==> config.mk <==
export PLATFORM = sky130hd
export DESIGN_NAME = hint_unit
export DESIGN_NICKNAME = d
export VERILOG_FILES = /design/src/rtl/hint_pkg.sv /design/src/rtl/hint_decode.sv /design/src/rtl/hint_throttle.sv /design/src/rtl/hint_ntl_track.sv /design/src/rtl/hint_unit.sv
export SDC_FILE = /design/constraint.sdc
export NUM_CORES = 1
export LEC_CHECK = 0
export BUFFER_PORTS_ARGS = -buffer_cell sky130_fd_sc_hd__buf_4
export CAP_MARGIN = 20
export CORE_MARGIN = 2
export CORE_UTILIZATION = 44
export CTS_BUF_LIST = sky130_fd_sc_hd__clkbuf_4 sky130_fd_sc_hd__clkbuf_8
export DETAILED_ROUTE_END_ITERATION = 7
export GPL_TIMING_DRIVEN = 0
export PLACE_DENSITY = 0.77
export RECOVER_POWER = 100
export SLEW_MARGIN = 20
export SYNTH_ARGS = -nofsm -noshare
export SYNTH_HDL_FRONTEND = slang
export SYNTH_HIERARCHICAL = 1
export SYNTH_SLANG_ARGS = --single-unit
==> constraint.sdc <==
create_clock -name clk -period 3.15 [get_ports clk]
set_input_delay 0.315 -clock clk [delete_from_list [all_inputs] [get_ports clk]]
set_output_delay 0.315 -clock clk [all_outputs]
set_load 0.02 [all_outputs]
==> src/rtl/hint_pkg.sv <==
// Shared constants and the hint class type for the hint unit.
// Assumes the 32-bit base-integer encoding with standard field positions.
package hint_pkg;
    localparam int ILEN   = 32;
    localparam int NTL_W  = 2;
    localparam int CLS_W  = 4;

    localparam logic [6:0] OPC_LUI   = 7'h37;
    localparam logic [6:0] OPC_AUIPC = 7'h17;
    localparam logic [6:0] OPC_IMM   = 7'h13;
    localparam logic [6:0] OPC_REG   = 7'h33;
    localparam logic [6:0] OPC_FENCE = 7'h0F;

    localparam logic [ILEN-1:0] PAUSE_WORD = 32'h0100000F;
    localparam logic [4:0] SEMI_ENTER_SHAMT = 5'd31;
    localparam logic [4:0] SEMI_EXIT_SHAMT  = 5'd7;

    typedef enum logic [CLS_W-1:0] {
        HC_NONE       = 4'd0,
        HC_PAUSE      = 4'd1,
        HC_NTL_P1     = 4'd2,
        HC_NTL_PALL   = 4'd3,
        HC_NTL_S1     = 4'd4,
        HC_NTL_ALL    = 4'd5,
        HC_SEMI_ENTER = 4'd6,
        HC_SEMI_EXIT  = 4'd7,
        HC_STD        = 4'd8,
        HC_CUSTOM     = 4'd9
    } hint_class_e;
endpackage

==> src/rtl/hint_decode.sv <==
// Combinational hint classifier.
// Maps one instruction word to a hint class and, for non-temporal hints,
// to a locality level. Assumes nothing about the valid strobe.
module hint_decode
    import hint_pkg::*;
(
    input  logic [ILEN-1:0]  word,
    output hint_class_e      cls,
    output logic [NTL_W-1:0] ntl_lvl
);
    logic [6:0] opc;
    logic [2:0] f3;
    logic [6:0] f7;
    logic [4:0] rs1;
    logic [4:0] rs2;
    logic       rd_zero;
    logic [3:0] fm;
    logic [3:0] pred;
    logic [3:0] succ;

    assign opc     = word[6:0];
    assign rd_zero = (word[11:7] == 5'd0);
    assign f3      = word[14:12];
    assign rs1     = word[19:15];
    assign rs2     = word[24:20];
    assign f7      = word[31:25];
    assign fm      = word[31:28];
    assign pred    = word[27:24];
    assign succ    = word[23:20];

    // Classify the word by opcode, function fields and operand registers.
    always_comb begin
        cls     = HC_NONE;
        ntl_lvl = '0;
        unique case (opc)
            OPC_LUI, OPC_AUIPC: begin
                if (rd_zero) cls = HC_STD;
            end
            OPC_IMM: begin
                if (rd_zero) begin
                    unique case (f3)
                        3'd0: if (rs1 != 5'd0 || word[31:20] != 12'd0) cls = HC_STD;
                        3'd2, 3'd3: cls = HC_CUSTOM;
                        3'd4, 3'd6, 3'd7: cls = HC_STD;
                        3'd1: begin
                            if (f7 == 7'h00)
                                cls = (rs1 == 5'd0 && rs2 == SEMI_ENTER_SHAMT) ? HC_SEMI_ENTER : HC_CUSTOM;
                        end
                        3'd5: begin
                            if (f7 == 7'h00)
                                cls = HC_CUSTOM;
                            else if (f7 == 7'h20)
                                cls = (rs1 == 5'd0 && rs2 == SEMI_EXIT_SHAMT) ? HC_SEMI_EXIT : HC_CUSTOM;
                        end
                        default: cls = HC_NONE;
                    endcase
                end
            end
            OPC_REG: begin
                if (rd_zero) begin
                    if (f7 == 7'h00) begin
                        if (f3 == 3'd0 && rs1 == 5'd0 && rs2 >= 5'd2 && rs2 <= 5'd5) begin
                            ntl_lvl = NTL_W'(rs2 - 5'd2);
                            cls     = hint_class_e'(CLS_W'(HC_NTL_P1) + CLS_W'(rs2 - 5'd2));
                        end else if (f3 == 3'd2 || f3 == 3'd3) begin
                            cls = HC_CUSTOM;
                        end else begin
                            cls = HC_STD;
                        end
                    end else if (f7 == 7'h20 && (f3 == 3'd0 || f3 == 3'd5)) begin
                        cls = HC_STD;
                    end
                end
            end
            OPC_FENCE: begin
                if (f3 == 3'd0) begin
                    if (word == PAUSE_WORD)
                        cls = HC_PAUSE;
                    else if (fm == 4'd0 && (pred == 4'd0 || succ == 4'd0))
                        cls = HC_STD;
                end
            end
            default: cls = HC_NONE;
        endcase
    end
endmodule

==> src/rtl/hint_throttle.sv <==
// Pause throttle: a down-counter loaded on each accepted pause.
// The stall request is high while the count is nonzero. Flush clears it
// and takes priority over a load at the same edge.
module hint_throttle #(
    parameter int CNT_W = 8
) (
    input  logic             clk,
    input  logic             rst_n,
    input  logic             start,
    input  logic             flush,
    input  logic [CNT_W-1:0] len,
    output logic             stall
);
    logic [CNT_W-1:0] remain_q;

    // Load, count down, or clear the remaining stall cycles.
    always_ff @(posedge clk) begin
        if (!rst_n)                remain_q <= '0;
        else if (flush)            remain_q <= '0;
        else if (start)            remain_q <= len;
        else if (remain_q != '0)   remain_q <= remain_q - 1'b1;
    end

    assign stall = (remain_q != '0);
endmodule

==> src/rtl/hint_ntl_track.sv <==
// Non-temporal level tracker: holds one pending locality level.
// The next memory access uses up the level and is tagged with it. A new hint
// replaces the held level and wins over a consumption at the same edge.
module hint_ntl_track
    import hint_pkg::*;
(
    input  logic             clk,
    input  logic             rst_n,
    input  logic             set,
    input  logic [NTL_W-1:0] set_lvl,
    input  logic             mem_valid,
    output logic             tag_valid,
    output logic [NTL_W-1:0] tag_lvl
);
    logic             held_q;
    logic [NTL_W-1:0] lvl_q;

    // Hold the pending level until a memory access takes it.
    always_ff @(posedge clk) begin
        if (!rst_n) begin
            held_q <= 1'b0;
            lvl_q  <= '0;
        end else if (set) begin
            held_q <= 1'b1;
            lvl_q  <= set_lvl;
        end else if (mem_valid) begin
            held_q <= 1'b0;
        end
    end

    // Register the one-shot tag for the consuming access.
    always_ff @(posedge clk) begin
        if (!rst_n) begin
            tag_valid <= 1'b0;
            tag_lvl   <= '0;
        end else begin
            tag_valid <= mem_valid && held_q;
            tag_lvl   <= (mem_valid && held_q) ? lvl_q : '0;
        end
    end
endmodule

==> src/rtl/hint_unit.sv <==
// Hint unit top level: classifies the decode word, registers the class,
// drives the pause throttle and the non-temporal tracker.
// Assumes instr is stable while instr_valid is high at the clock edge.
module hint_unit
    import hint_pkg::*;
#(
    parameter int CNT_W = 8
) (
    input  logic             clk,
    input  logic             rst_n,
    input  logic             instr_valid,
    input  logic [31:0]      instr,
    input  logic             mem_valid,
    input  logic             flush,
    input  logic [CNT_W-1:0] pause_cycles,
    output logic             class_valid_o,
    output logic [3:0]       class_o,
    output logic             fetch_stall_o,
    output logic             mem_ntl_valid_o,
    output logic [1:0]       mem_ntl_level_o
);
    hint_class_e      dec_cls;
    logic [NTL_W-1:0] dec_lvl;
    logic             is_pause;
    logic             is_ntl;

    hint_decode u_dec (
        .word    (instr),
        .cls     (dec_cls),
        .ntl_lvl (dec_lvl)
    );

    assign is_pause = instr_valid && (dec_cls == HC_PAUSE);
    assign is_ntl   = instr_valid && (dec_cls >= HC_NTL_P1) && (dec_cls <= HC_NTL_ALL);

    // Register the class and its valid flag one cycle after the strobe.
    always_ff @(posedge clk) begin
        if (!rst_n) begin
            class_valid_o <= 1'b0;
            class_o       <= '0;
        end else begin
            class_valid_o <= instr_valid;
            class_o       <= instr_valid ? CLS_W'(dec_cls) : CLS_W'(HC_NONE);
        end
    end

    hint_throttle #(.CNT_W(CNT_W)) u_thr (
        .clk   (clk),
        .rst_n (rst_n),
        .start (is_pause),
        .flush (flush),
        .len   (pause_cycles),
        .stall (fetch_stall_o)
    );

    hint_ntl_track u_ntl (
        .clk       (clk),
        .rst_n     (rst_n),
        .set       (is_ntl),
        .set_lvl   (dec_lvl),
        .mem_valid (mem_valid),
        .tag_valid (mem_ntl_valid_o),
        .tag_lvl   (mem_ntl_level_o)
    );
endmodule

### Word-level counts from Yosys, hierarchy flattened

Index checks and enable logic that the tools add are counted.

| word-level totals | value |
|---|---|
| flip-flop bits (word level) | 19 |
| bits in latches | 0 |
| bits in writable memories | 0 |
| ROM bits | 0 |
| input bits | 45 |
| output and inout bits | 9 |
| word-level logic and storage cells | 91 |
| memories kept | 0 |

| cells by class | value |
|---|---|
| add/subtract/negate cells | 3 |
| multipliers | 0 |
| div/mod/pow operators | 0 |
| order comparisons | 4 |
| eq/ne operators | 17 |
| shifts and indexed selects | 0 |
| muxes and demuxes | 26 |
| bitwise logic cells | 1 |
| reductions and logical operators | 33 |

Operators with widths:

| kind | number |
|---|---|
| $mux W4 | 15 |
| $eq A32 B25 Y1 const B | 1 |
| $eq A7 B6 Y1 const B | 3 |
| $pmux W4 S5 | 1 |
| $mux W8 | 2 |
| $pmux W4 S4 | 1 |
| $eq A7 B5 Y1 const B | 2 |
| $eq A3 B3 Y1 const B | 4 |
| $logic_not A4 Y1 | 3 |
| $reduce_bool A12 Y1 | 1 |
| $logic_and A1 B1 Y1 | 11 |
| $logic_not A5 Y1 | 2 |
| $mux W2 | 4 |
| $reduce_bool A8 Y1 | 1 |
| $sub A8 B1 Y8 const B | 1 |
| $eq A7 B4 Y1 const B | 1 |
| $logic_not A7 Y1 | 1 |
| $eq A3 B2 Y1 const B | 2 |
| $reduce_or A2 Y1 | 3 |
| $eq A5 B3 Y1 const B | 1 |
| $eq A5 B5 Y1 const B | 1 |
| $ge A5 B2 Y1 const B | 1 |
| $le A5 B3 Y1 const B | 1 |
| $reduce_bool A5 Y1 | 1 |
| other kinds (13) | 20 |

### Depth between registers and ports, before layout

| logic depth | value |
|---|---|
| depth in word-level cells | 12 |
| mapped depth | 12 |
| depth with buffers taken out | 12 |

### Modules after synthesis

Netlist, hierarchy kept.

By module, submodules not included:

| module | times used | cells each | area an instance (um^2) | sequential area each (um^2) |
|---|---|---|---|---|
| hint_throttle | 1 | 55 | 479.2 | 160.2 |
| hint_decode | 1 | 70 | 449.2 | 0.0 |
| hint_ntl_track | 1 | 15 | 190.2 | 120.1 |
| hint_unit | 1 | 14 | 163.9 | 100.1 |

### Worst setup path before layout

No wires, ideal clock.

| path | value |
|---|---|
| path type | input -> register |
| start | in instr[8] |
| end | reg u_thr.remain_q[3] |
| library setup time | 131 ps |
| arrival time | 3115 ps |
| required time | 3019 ps |
| slack | -96 ps |
| stages | 10 |
| path buffers | 0 |
| path through | or4_4 > or4_4 > a211o_1 > o32a_1 > o211ai_2 > nand2_1 > nor4_1 > inv_1 > nand2_1 > o31ai_1 |

| on the way | value |
|---|---|
| word-level cells in the longest chain between the ends | 7 |
| elaborated cells on any way between the ends | 12 |
| those cells by class | 2 x eq/ne; 7 x mux; 3 x reduce/logical |

Ends and longest elaborated chain:

| item | RTL line | text |
|---|---|---|
| start, declared | hint_unit.sv:12 | `input logic [31:0] instr,` |
| $eq A32 B25 Y1 | hint_decode.sv:77 | `if (word == PAUSE_WORD)` |
| $mux W4 | hint_decode.sv:77 |  |
| $mux W4 | hint_decode.sv:76 | `if (f3 == 3'd0) begin` |
| $pmux W4 S4 * | hint_decode.sv:35 | `unique case (opc)` |
| via dec_cls[0] | hint_unit.sv:22 | `hint_class_e dec_cls;` |
| $eq A4 B1 Y1 * | hint_unit.sv:33 | `assign is_pause = instr_valid && (dec_cls == HC_PAUSE);` |
| $logic_and A1 B1 Y1 * | hint_unit.sv:33 |  |
| via is_pause | hint_unit.sv:24 | `logic is_pause;` |
| $mux W8 or $reduce_bool A2 Y1 (tied branches) | -- |  |
| end signal, assigned | hint_throttle.sv:20 | `else if (start) remain_q <= len;` |
| end signal, assigned | hint_throttle.sv:21 | `else if (remain_q != '0) remain_q <= remain_q - 1'b1;` |
| end, declared | hint_throttle.sv:14 | `logic [CNT_W-1:0] remain_q;` |

The timed path passes the listed nets; every way through them passes the cells marked *.
A chain may end at the register's enable or synchronous reset.

### Worst setup path after layout

| path | value |
|---|---|
| start | in instr[8] |
| end | reg u_thr.remain_q[7] |

Same word-level chain as after synthesis.

==> results.json <==
{
  "vias": 1363,
  "yosysSeqAreaShare_pct": 29.7,
  "crit_path_start_kind": "input pin",
  "drt-pass1-iter-count": 4,
  "hpwlAfterDp_mm": 2.62,
  "cts_tree": "built",
  "critical_path_class": "input pin to register",
  "dpl_worst_slack_ns": -0.318,
  "global_route_wire_length_before_repair_mm": 5.35,
  "layout-drive-gt1-share_pct": 29.0,
  "ys_dominant_reg_cell": "sky130_fd_sc_hd__dfxtp_1",
  "post_synthesis_cell_count": 154,
  "crit_buf_inv": 2,
  "post_layout_nonfiller_instances": 241,
  "place.detailed.instances": 237,
  "finalCriticalPeriod_ns": 3.00,
  "transition_time_at_the_pin_with_the_least_slew_margin_ns": 0.709,
  "floorplan.initialDensity_pct": 46.5,
  "hold_path_class": "input pin to register",
  "total_leakage_power_nw": 0.753,
  "startpoint": "instr[8]",
  "synth_top_family_by_area": "simple AND/OR/NAND/NOR gates",
  "path_max_fanout": 8,
  "nets": 261,
  "core_area_sq_um": 2760,
  "postCtsSetupRepairBufs": 0,
  "cell_mode_on_critical_path": "sky130_fd_sc_hd__or4_4",
  "die_area_sq_um": 3360,
  "diodes": 0,
  "residual_antenna_violating_net_count_after_detailed_routing": 0,
  "insertion_delay_of_the_later_clocked_pin_in_the_worst_skew_pair_ns": 0.31,
  "drt_iter0_drc": 44,
  "synth_async_sr_flop_share_pct": 0,
  "power.ir.vdd_worst_v": 0.000916,
  "die_width_microns": 58.0,
  "fillers": 271,
  "timing.critical_path.to_type": "register",
  "final-setup-viol-count": 0,
  "synth_nets": 204,
  "grt_util_all_layers_pct": 20.1,
  "critPathRequiredTime_ns": 3.35,
  "layout.cells.most_common_list": "sky130_fd_sc_hd__buf_4 (42), sky130_fd_sc_hd__dfxtp_1 (19), sky130_fd_sc_hd__nand3_1 (12), sky130_fd_sc_hd__clkbuf_1 (11), sky130_fd_sc_hd__inv_1 (11)",
  "crit_path_max_delay_cell_type": "sky130_fd_sc_hd__or4_4",
  "mostFrequentLayoutCell": "sky130_fd_sc_hd__buf_4",
  "detail_route.vias_per_cell": 5.66,
  "placementRows": 19,
  "cp_slowest_stage_delay_ns": 0.56,
  "synth_warnings": 6,
  "cts_repair_resize_count": 0,
  "io_buffers": 52,
  "cts.clk_slew.worst_paths_ns": 0.10,
  "status": "finished clean",
  "max-clock-path-buffers": 2,
  "cts.sinks": 19,
  "rr_startpoint": "u_thr/remain_q[2]$_SDFFE_PP0P_",
  "yosys-mux-area-fraction_pct": 4.29,
  "hold_viol": 0,
  "cpLargestDelayFamily": "simple AND/OR/NAND/NOR gates",
  "cts_root_buf": "sky130_fd_sc_hd__clkbuf_4",
  "p_per_area_nw_per_um2": 592,
  "total_clock_buffers_created_by_cts": 3,
  "synth_enable_flop_cells": 0,
  "die_h_microns": 58.0,
  "arrival_ns": 3.20,
  "drc_violations_left": 0,
  "tns_ns": 0,
  "post-route-worst-setup-slack_ns": 0.148,
  "fin_crit_sh_pct": 95.3,
  "post_drt_wl_per_cell_microns": 13.6,
  "post_synth_fa_ha_maj_area_fraction_pct": 4.88,
  "timing.max_slew.rel_slack_pct": 52.2,
  "hold_buffers": 0,
  "antenna_found_initial": 0,
  "layout-area-overhead-vs-synth_pct": 34.0,
  "hold_start": "pause_cycles[3]",
  "grt-ovfl-total": 0,
  "place.gp.congestion": 0.826,
  "largest_net_degree_at_the_start_of_global_routing": 12,
  "synth-compound-area-share_pct": 14.8,
  "detail_route.wirelength_mm": 3.28,
  "yosysUniqueCellTypes": 46,
  "fmax_ghz": 0.333,
  "synthSimpleGateAreaFrac_pct": 37.5,
  "path_cells": "clkbuf_4 > or4_4 > or4_4 > a211o_1 > o32a_1 > o211ai_2 > nand2_1 > nor4_4 > inv_1 > o21ai_0 > a21oi_1",
  "cap_viol_max_count": 0,
  "cts_htree_levels": 1,
  "grt_pass1_vias": 1329,
  "synth_xor_area_share_pct": 4.78,
  "design.portCount": 54,
  "ys_seq_elements": 19,
  "fin_worst_skew_ns": 0.00156,
  "synth_area_per_cell_sq_um": 8.33,
  "synth.cell_area_sq_um": 1280,
  "drv_slew": 0
}
==> synth_stat cells (5+ instances only) <==
cell type                  number  share of area, %
sky130_fd_sc_hd__and3_1         6               2.9
sky130_fd_sc_hd__dfxtp_1       19                30
sky130_fd_sc_hd__ha_1           5               4.9
sky130_fd_sc_hd__inv_1         11               3.2
sky130_fd_sc_hd__nand2_1        8               2.3
sky130_fd_sc_hd__nand2b_1       5               2.4
sky130_fd_sc_hd__nand3_1       12               4.7
sky130_fd_sc_hd__nor2_1         7               2.0
sky130_fd_sc_hd__nor2b_1        5               2.4
sky130_fd_sc_hd__nor3_1         6               2.3
sky130_fd_sc_hd__nor4_1         5               2.4
sky130_fd_sc_hd__o21ai_0        7               2.7
==> per-stage QoR <==
step	hold slack [ns]	area [sq um]	total power, mW	util, %
2_1_floorplan	0.429	1290	0.728	-
3_3_place_gp	0.449	1720	0.861	62.3
3_5_place_dp	0.463	1720	0.879	62.3
4_1_cts	0.229	1750	1.02	63.4
5_1_grt	0.244	1720	1.08	62.3
6_report	0.237	1720	1.02	62.3
==> tightest hold or removal path, stage by stage <==
cell	delay [ns]
sky130_fd_sc_hd__buf_4	0.08
sky130_fd_sc_hd__nand3_1	0.06
sky130_fd_sc_hd__o31ai_1	0.06
==> area by class of cell <==
type / instances / area, sq um / area share (%)
Sequential cell: 19 / 380 / 22.1
Tap cell: 31 / 38.8 / 2.26
Inverter: 12 / 45.0 / 2.62
Multi-Input combinational cell: 121 / 860 / 50.0
Buffer: 2 / 7.51 / 0.437
Clock buffer: 4 / 30.0 / 1.75
Timing Repair Buffer: 52 / 357 / 20.8
==> cell families after synthesis <==
kind of cell | Yosys count
and+or+nand+nor | 77
AOI/OAI and AO/OA | 27
DFF | 19
buffers and inverters | 14
xor gates and xnor gates | 7
muxes | 5
adders and majority gates | 5
==> state kept, by name, indices dropped and copies added, names as in the netlist <==
name / flops
class_o: 4
class_valid_o: 1
u_ntl/held_q: 1
u_ntl/lvl_q: 2
u_ntl/tag_lvl: 2
u_ntl/tag_valid: 1
u_thr/remain_q: 8
==> power by group <==
group	switching [mW]	internal [mW]	leakage, nW
Combinational	0.278	0.292	0.581
Sequential	0.0385	0.277	0.154
Clock	0.0744	0.0581	0.0184
Total	0.391	0.626	0.753
==> worst paths after layout <==
check        slack, ns  cells past startpoint                              to
max reg2reg       1.21                      5  u_thr/remain_q[1]$_SDFFE_PP0P_
max               0.15                     11  u_thr/remain_q[7]$_SDFFE_PP0P_
min               0.24                      3  u_thr/remain_q[3]$_SDFFE_PP0P_
min reg2reg       0.49                      1     u_ntl/tag_lvl[1]$_SDFF_PN0_
==> metal layers <==
| layer | vias up | track usage [%] | part of all wire, % |
|---|---|---|---|
| met2 | 50 | 37.5 | 52 |
| met1 | 635 | 22.2 | 41 |
| met5 | - | 0 | 0 |
| met4 | 0 | 11.6 | 2.2 |
| met3 | 5 | 1.34 | 5.4 |
| li1 | 673 | - | - |
No activity file was read; power rests on OpenSTA's default activity.
